## src/rtl/dip_pkg.sv

```systemverilog
package dip_pkg;
  typedef enum logic [2:0] {
    CL_FX = 3'd0,
    CL_LS = 3'd1,
    CL_BR = 3'd2,
    CL_VA = 3'd3,
    CL_VP = 3'd4
  } ucls_e;

  localparam int NUM_CLS = 5;

  typedef struct packed {
    logic       vld;
    logic [2:0] cls;
    logic       np;
    logic       mc;
    logic       cs;
  } head_slot_t;
endpackage

```

## src/rtl/dip_pair_rules.sv

```systemverilog
module dip_pair_rules
  import dip_pkg::*;
#(
  parameter int NCLS = NUM_CLS
) (
  input  head_slot_t a,
  input  logic       a_hiword,
  input  logic       b_vld,
  input  logic [2:0] b_cls,
  input  logic       b_mc,
  input  logic       b_cs,
  output logic       pair_ok
);
  localparam int TBL = NCLS * NCLS;
  localparam int IW  = $clog2(TBL);

  // unit-class conflict matrix, one bit per ordered class pair
  logic [TBL-1:0] clash_tbl;
  for (genvar gi = 0; gi < NCLS; gi++) begin : g_row
    for (genvar gj = 0; gj < NCLS; gj++) begin : g_col
      assign clash_tbl[gi*NCLS+gj] = (gi == gj);
    end
  end

  logic [IW-1:0] idx;
  logic          in_range;
  logic          clash_hit;
  logic          older_solo;
  logic          younger_solo;

  always_comb begin
    in_range = (int'(a.cls) < NCLS) && (int'(b_cls) < NCLS);
    idx      = IW'(int'(a.cls) * NCLS + int'(b_cls));
    clash_hit = in_range ? clash_tbl[idx] : 1'b1;
  end

  assign older_solo   = a.np | a.mc | a.cs | a_hiword | (a.cls == CL_BR);
  assign younger_solo = b_mc | b_cs;
  assign pair_ok      = a.vld & b_vld & ~clash_hit & ~older_solo & ~younger_solo;
endmodule

```

## src/rtl/dip_ucode_timer.sv

```systemverilog
module dip_ucode_timer #(
  parameter int DELAY = 7,
  localparam int CW   = $clog2(DELAY + 1)
) (
  input  logic          clk,
  input  logic          rst,
  input  logic          head_mc,
  input  logic          hold,
  output logic          ready,
  output logic [CW-1:0] cnt
);
  assign ready = (cnt == CW'(DELAY));

  always_ff @(posedge clk) begin
    if (rst) begin
      cnt <= '0;
    end else if (!head_mc) begin
      cnt <= '0;
    end else if (!ready) begin
      cnt <= cnt + CW'(1);
    end else if (!hold) begin
      cnt <= '0;
    end
  end
endmodule

```

## src/rtl/dual_issue_pair.sv

```systemverilog
module dual_issue_pair
  import dip_pkg::*;
#(
  parameter int MC_DELAY = 7,
  localparam int CW      = $clog2(MC_DELAY + 1)
) (
  input  logic          clk,
  input  logic          rst,
  input  logic          s0_vld,
  input  logic [2:0]    s0_cls,
  input  logic          s0_np,
  input  logic          s0_mc,
  input  logic          s0_cs,
  input  logic          s0_hiword,
  input  logic          s1_vld,
  input  logic [2:0]    s1_cls,
  input  logic          s1_mc,
  input  logic          s1_cs,
  input  logic          hold,
  output logic          grant0,
  output logic          grant1,
  output logic [CW-1:0] ucode_wait
);
  head_slot_t older;
  logic       pair_ok;
  logic       mc_ready;
  logic       go0;
  logic       go1;

  assign older = '{vld: s0_vld, cls: s0_cls, np: s0_np, mc: s0_mc, cs: s0_cs};

  dip_pair_rules #(.NCLS(NUM_CLS)) u_rules (
    .a        (older),
    .a_hiword (s0_hiword),
    .b_vld    (s1_vld),
    .b_cls    (s1_cls),
    .b_mc     (s1_mc),
    .b_cs     (s1_cs),
    .pair_ok  (pair_ok)
  );

  dip_ucode_timer #(.DELAY(MC_DELAY)) u_timer (
    .clk     (clk),
    .rst     (rst),
    .head_mc (s0_vld & s0_mc),
    .hold    (hold),
    .ready   (mc_ready),
    .cnt     (ucode_wait)
  );

  assign go0 = s0_vld & ~hold & (~s0_mc | mc_ready);
  assign go1 = go0 & pair_ok;

  always_ff @(posedge clk) begin
    if (rst) begin
      grant0 <= 1'b0;
      grant1 <= 1'b0;
    end else begin
      grant0 <= go0;
      grant1 <= go1;
    end
  end
endmodule

```

## config.mk

```make
export PLATFORM = sky130hd
export DESIGN_NAME = dual_issue_pair
export DESIGN_NICKNAME = d
export VERILOG_FILES = /design/src/rtl/dip_pkg.sv /design/src/rtl/dip_pair_rules.sv /design/src/rtl/dip_ucode_timer.sv /design/src/rtl/dual_issue_pair.sv
export SDC_FILE = /design/constraint.sdc
export NUM_CORES = 1
export LEC_CHECK = 0
export BUFFER_PORTS_ARGS = -buffer_cell sky130_fd_sc_hd__buf_2
export CAP_MARGIN = 20
export CORE_AREA = 4 4 41 43
export CTS_BUF_LIST = sky130_fd_sc_hd__clkbuf_8
export DETAILED_ROUTE_END_ITERATION = 6
export DIE_AREA = 0 0 45 47
export GPL_TIMING_DRIVEN = 0
export SLEW_MARGIN = 20
export SYNTH_ARGS = -nofsm -noshare
export SYNTH_HDL_FRONTEND = slang
export SYNTH_SLANG_ARGS = --single-unit
export TNS_END_PERCENT = 20
```

## constraint.sdc

```tcl
create_clock -name clk -period 3 [get_ports clk]
set_input_delay 0.45 -clock clk [delete_from_list [all_inputs] [get_ports clk]]
set_output_delay 0.45 -clock clk [all_outputs]
set_load 0.1 [all_outputs]
```

Yosys cells after proc, flatten, opt, wreduce, memory -nomap -nowiden
Memory sizes are Yosys's and may differ from the RTL's.
Index checks and enable logic that the tools add are counted.
{"block": "totals", "regBits": 5, "rom_bits": 32, "output_inout_bits": 5, "memories": 1}
{"memory": "(no name shown)", "words": 32, "word_bits": 1, "rd": 1, "rd_ports_with_merged_regs": 0, "write_ports": 0, "line": "dip_pair_rules.sv:34", "text": "clash_hit = in_range ? clash_tbl[idx] : 1'b1;"}
{"block": "classes", "addsub": 2, "multipliers": 1, "order_cmp": 3, "eq_ne": 3, "n_mux": 4, "bitwise_logic": 20, "n_reduce_logical": 2}
{"cell": "AND 1 bit", "count": 8}
{"cell": "less-than comparator 3 bit, second input constant", "count": 2}
{"cell": "less-than comparator 5 x 6 -> 1 bit, second input constant", "count": 1}
{"cell": "two-way mux 3 bit", "count": 2}
{"cell": "inverter 1 bit", "count": 6}
{"cell": "OR 1 bit", "count": 6}
{"cell": "adder 5 x 4 -> 5 bit", "count": 1}
{"cell": "multiplier 3 x 3 -> 5 bit, second input constant", "count": 1}
{"cell": "adder 3 x 1 -> 3 bit, second input constant", "count": 1}
{"cell": "== test 3 x 2 -> 1 bit, second input constant", "count": 1}
{"cell": "== test 3 bit, second input constant", "count": 1}
{"cell": "two-way mux 1 bit", "count": 2}
{"cell": "!= test 2 bit, second input constant", "count": 1}
{"cell": "OR reduction 2 bit", "count": 1}
{"cell": "logical AND 1 bit", "count": 1}

Depth between registers and ports, before layout
{"block": "logic_depth", "word_depth": 10, "depth_mapped": 7, "depth_no_buf": 7}

Hierarchy
From an unflattened synthesis, not the netlist that was laid out.
{"block": "hier_totals", "hier_cells": 52, "hier_area_um2": 504.2}
{"mod": "dip_pair_rules", "n_inst": 1, "cells_per_inst": 30, "area_per_inst_um2": 264.0, "seq_area_each_um2": 0.0}
{"mod": "dip_ucode_timer", "n_inst": 1, "cells_per_inst": 15, "area_per_inst_um2": 147.6, "seq_area_each_um2": 60.1}
{"mod": "dual_issue_pair", "n_inst": 1, "cells_per_inst": 7, "area_per_inst_um2": 92.6, "seq_area_each_um2": 40.0}

Worst setup path after synthesis
Ideal clock, no wire load.
{"block": "synth_path", "kind": "input to register", "startpoint": "input s0_cls[0]", "endpoint": "register grant1", "setup_ns": 0.103, "arrival_time_ns": 2.240, "t_required_ns": 2.897, "setup_slack_ns": 0.657, "cell_stages": 7, "path_cell_list": "ha_1 -> ha_1 -> fa_1 -> xnor2_1 -> o21ai_0 -> a21o_1 -> a2111oi_2"}
{"block": "synth_via", "elab_chain_len": 10}
{"item": "from (decl)", "line": "dual_issue_pair.sv:10", "text": "input logic [2:0] s0_cls,"}
{"item": "multiplier 3 x 3 -> 5 bit", "line": "dip_pair_rules.sv:33", "text": "idx = IW'(int'(a.cls) * NCLS + int'(b_cls));"}
{"item": "adder 5 x 4 -> 5 bit", "line": "dip_pair_rules.sv:33"}
{"item": "memory read (32 x 1 bit)"}
{"item": "two-way mux 1 bit (not written as such)", "line": "dip_pair_rules.sv:34"}
{"item": "two-way mux 1 bit", "line": "dip_pair_rules.sv:34"}
{"item": "inverter 1 bit", "line": "dip_pair_rules.sv:39", "text": "assign pair_ok = a.vld & b_vld & ~clash_hit & ~older_solo & ~younger_solo;"}
{"item": "AND 1 bit", "line": "dip_pair_rules.sv:39"}
{"item": "AND 1 bit * (2 in series)", "line": "dip_pair_rules.sv:39"}
{"item": "AND 1 bit *", "line": "dual_issue_pair.sv:52", "text": "assign go1 = go0 & pair_ok;"}
{"item": "to (signal assigned)", "line": "dual_issue_pair.sv:60", "text": "grant1 <= go1;"}
{"item": "to (decl)", "line": "dual_issue_pair.sv:21", "text": "output logic grant1,"}
Every way passes the cells marked *; elsewhere a longest branch is shown, timed or not. The select of a mux whose other input is x is not followed.
A chain may end at the register's enable or synchronous reset.

Worst setup path in the final report
Ends and elaborated chain as after synthesis.

==> impl_metrics.csv <==
group,metric,value,unit
logic_synthesis,synth.cell_area,473,um2
layout,drive_above_1_share,36.0,%
logic_synthesis,synthSimpleGateAreaFrac,24.6,%
clocking,worstSkewPairLatency,0.22,ns
timing,setup_viol,0,
logic_synthesis,synth-xor-area-share,3.70,%
setup_path,cp-end-kind,"flop",
place,gp_congestion,0.776,
floorplan,core_area,0.00130,mm2
clocking,cts-root-buf,"clkbuf_8",
clocking,cts-resized-gates,0,
timing,rsz0062_at_grt,"false",
clocking,cts_inserted_buffers,3,
logic_synthesis,ys_types,23,
clocking,cts_tree,"built",
timing,timing.final.crit_share,79.5,%
route,vias_per_cell,5.03,
layout,fin_nets,104,
logic_synthesis,synth_top_family_by_area,"adder cells",
logic_synthesis,yosys-top-cells-area,"ha_1 26%, dfxtp_1 21%, nand3_1 5.3%",
timing,holdWs,0.419,ns
logic_synthesis,synth_adder_area_share,30.7,%
layout,fillerInstances,134,
route,wirelength,952,um
grt,grt_pass1_wl,1.61,mm
timing,maxSlewHeadroom,67.9,%
power_and_ir_drop,finalPower,269,uW
run_status,status,"completed",
setup_path,startpoint_type,"primary input",
clocking,post_cts_buffers,0,
clocking,clk_pin_slew,0.04,ns
floorplan,rows,13,
logic_synthesis,yosysMostFrequentCell,"ha_1",
timing,worst_pin_slew,0.485,ns
setup_path,rr_startpoint,"u_timer.cnt[0]$_SDFFE_PP0P_",
floorplan,dieArea,0.00212,mm2
timing,tns,0,ns
setup_path,critPathKind,"primary input to flop",
worst_hold_path,worstHoldStart,"rst",
clocking,cts_buffer_depth,2,
logic_synthesis,syn-num-nets,78,
layout,antenna_cells,0,
layout,seq_area,100,um2
setup_path,crit_path_start,"s0_cls[0]",
power_and_ir_drop,p_leak,0.321,nW
flow_run,maxCapViolCount,0,
layout,syn2layout_area_growth,35.7,%
route,routed-via-count,453,
logic_synthesis,synthCells,50,
timing,drv_slew,0,
power_and_ir_drop,ir_drop,0.218,mV
place,placed_cell_area,597,um2
setup_path,path_max_fanout,3,
grt,antenna_found_initial,0,
setup_path,critical_path_required,3.11,ns
power_and_ir_drop,power_density,419,mW/mm2
grt,grt_usage,10.7,%
logic_synthesis,synth_edf_count,0,
logic_synthesis,async_reset_ff_share,0,%
logic_synthesis,synth_mux_area_share,2.12,%
timing,hold_violations,0,
floorplan,die_y,47,um
logic_synthesis,yosysWarnings,0,
layout,multiInputGateArea,369,um2
route,drc,0,
logic_synthesis,synth-compound-area-share,16.9,%
timing,skew,0.00155,ns
timing,worst_slack,0.614,ns
logic_synthesis,synth_seq_cells,5,
place,dp_hpwl,841,um
logic_synthesis,synthTopCellsByCount,"10 x ha_1, 5 x dfxtp_1, 5 x nand2_1, 5 x nand3_1, 3 x o21ai_0",
logic_synthesis,synth_flop_cell,"dfxtp_1",
place,portBuffers,21,
logic_synthesis,synth.avg_cell_area,9.46,um2
clocking,cts_max_level,1,
worst_hold_path,hold_class,"primary input to flop",
grt,grt_pass1_vias,406,
place,dp_slack,0.358,ns
floorplan,pin_count,22,
timing,fmax,419,MHz
clocking,clkSinkCount,5,
route,first_iter_violations,5,
timing,finalCriticalPeriod,2.39,ns
worst_hold_path,hold_path_depth,2,
route,wl_per_cell,10.6,um
grt,grt-ovfl-total,0,
route,firstDrtPassIters,2,
layout,stdcell_area,642,um2
clocking,postCtsHoldBufs,0,
logic_synthesis,synth_top_area_cell,"ha_1",
floorplan,die_w,45,um
grt,grt_max_degree,6,
route,ant_nets,0,
floorplan,start_util,36.3,%
logic_synthesis,ys_seq_area_share,21.2,%
logic_synthesis,yosysTopAreaCellShare,26.5,%
setup_path,cp.arrival,2.50,ns
setup_path,reg2reg_depth,6,
[power by group]
group          internal (mW)  switching (mW)
logic                 0.0355          0.0442
clock network         0.0877          0.0329
registers             0.0680        0.000790
[kinds of logic after synthesis]
logic type	after synthesis
AND/OR/NAND/NOR	19
buffers and inverters	1
multiplexers	1
flip-flops	5
AO/OA/AOI/OAI	11
XOR/XNOR	2
adder cells (fa/ha/maj)	11
[sequential cells by signal, indices dropped and copies added, names as in the netlist]
signal / flops
u_timer.cnt: 3
grant0: 1
grant1: 1
[metal layers]
| layer | share of wire, % | global-route usage [%] | up-vias |
|---|---|---|---|
| met4 | 0.53 | 3.51 | 0 |
| met2 | 42 | 15.3 | 17 |
| met1 | 48 | 13.7 | 192 |
| met5 | 0 | 0 | - |
| met3 | 9.7 | 5.75 | 2 |
| li1 | - | - | 242 |
[area by class of cell]
class                           count  share of cell area [%]
Sequential cell                     5                    15.6
Inverter                            1                   0.585
Clock inverter                      1                   0.585
Tap cell                           15                    2.92
Multi-Input combinational cell     44                    57.5
Clock buffer                        3                    6.43
Timing Repair Buffer               21                    16.4
[stage by stage]
stage	instances	util [%]
floorplan	50	-
global placement	86	45.9
detailed placement	86	45.9
CTS	90	49.3
global route	90	49.3
finish	90	49.3
[worst max-delay path: stages]
cell       delay [ns]
buf_2            0.12
ha_1             0.29
ha_1             0.31
fa_1             0.44
xnor2_1          0.23
o21ai_0          0.13
a21o_1           0.17
a2111oi_2        0.36
[path summary, 6_finish.rpt]
kind                                                    end  slack (ns)
worst max-delay path                      grant1$_SDFF_PP0_        0.61
worst min-delay path                      grant0$_SDFF_PP0_        0.42
worst max register to register            grant1$_SDFF_PP0_        1.42
worst min register to register  u_timer.cnt[1]$_SDFFE_PP0P_        0.48
[cell usage in the layout, fill, tap and decap left out, drive strengths merged, types with 2 or more instances in the layout]
master and count:
inv 2, buf 21, ha 10, nand2 5, nand3 5, o21ai 3
nor2b 2, clkbuf 3, dfxtp 5, a21oi 3, nor4b 3, a21o 2
Note: power is estimated with default switching activity, not from simulation.
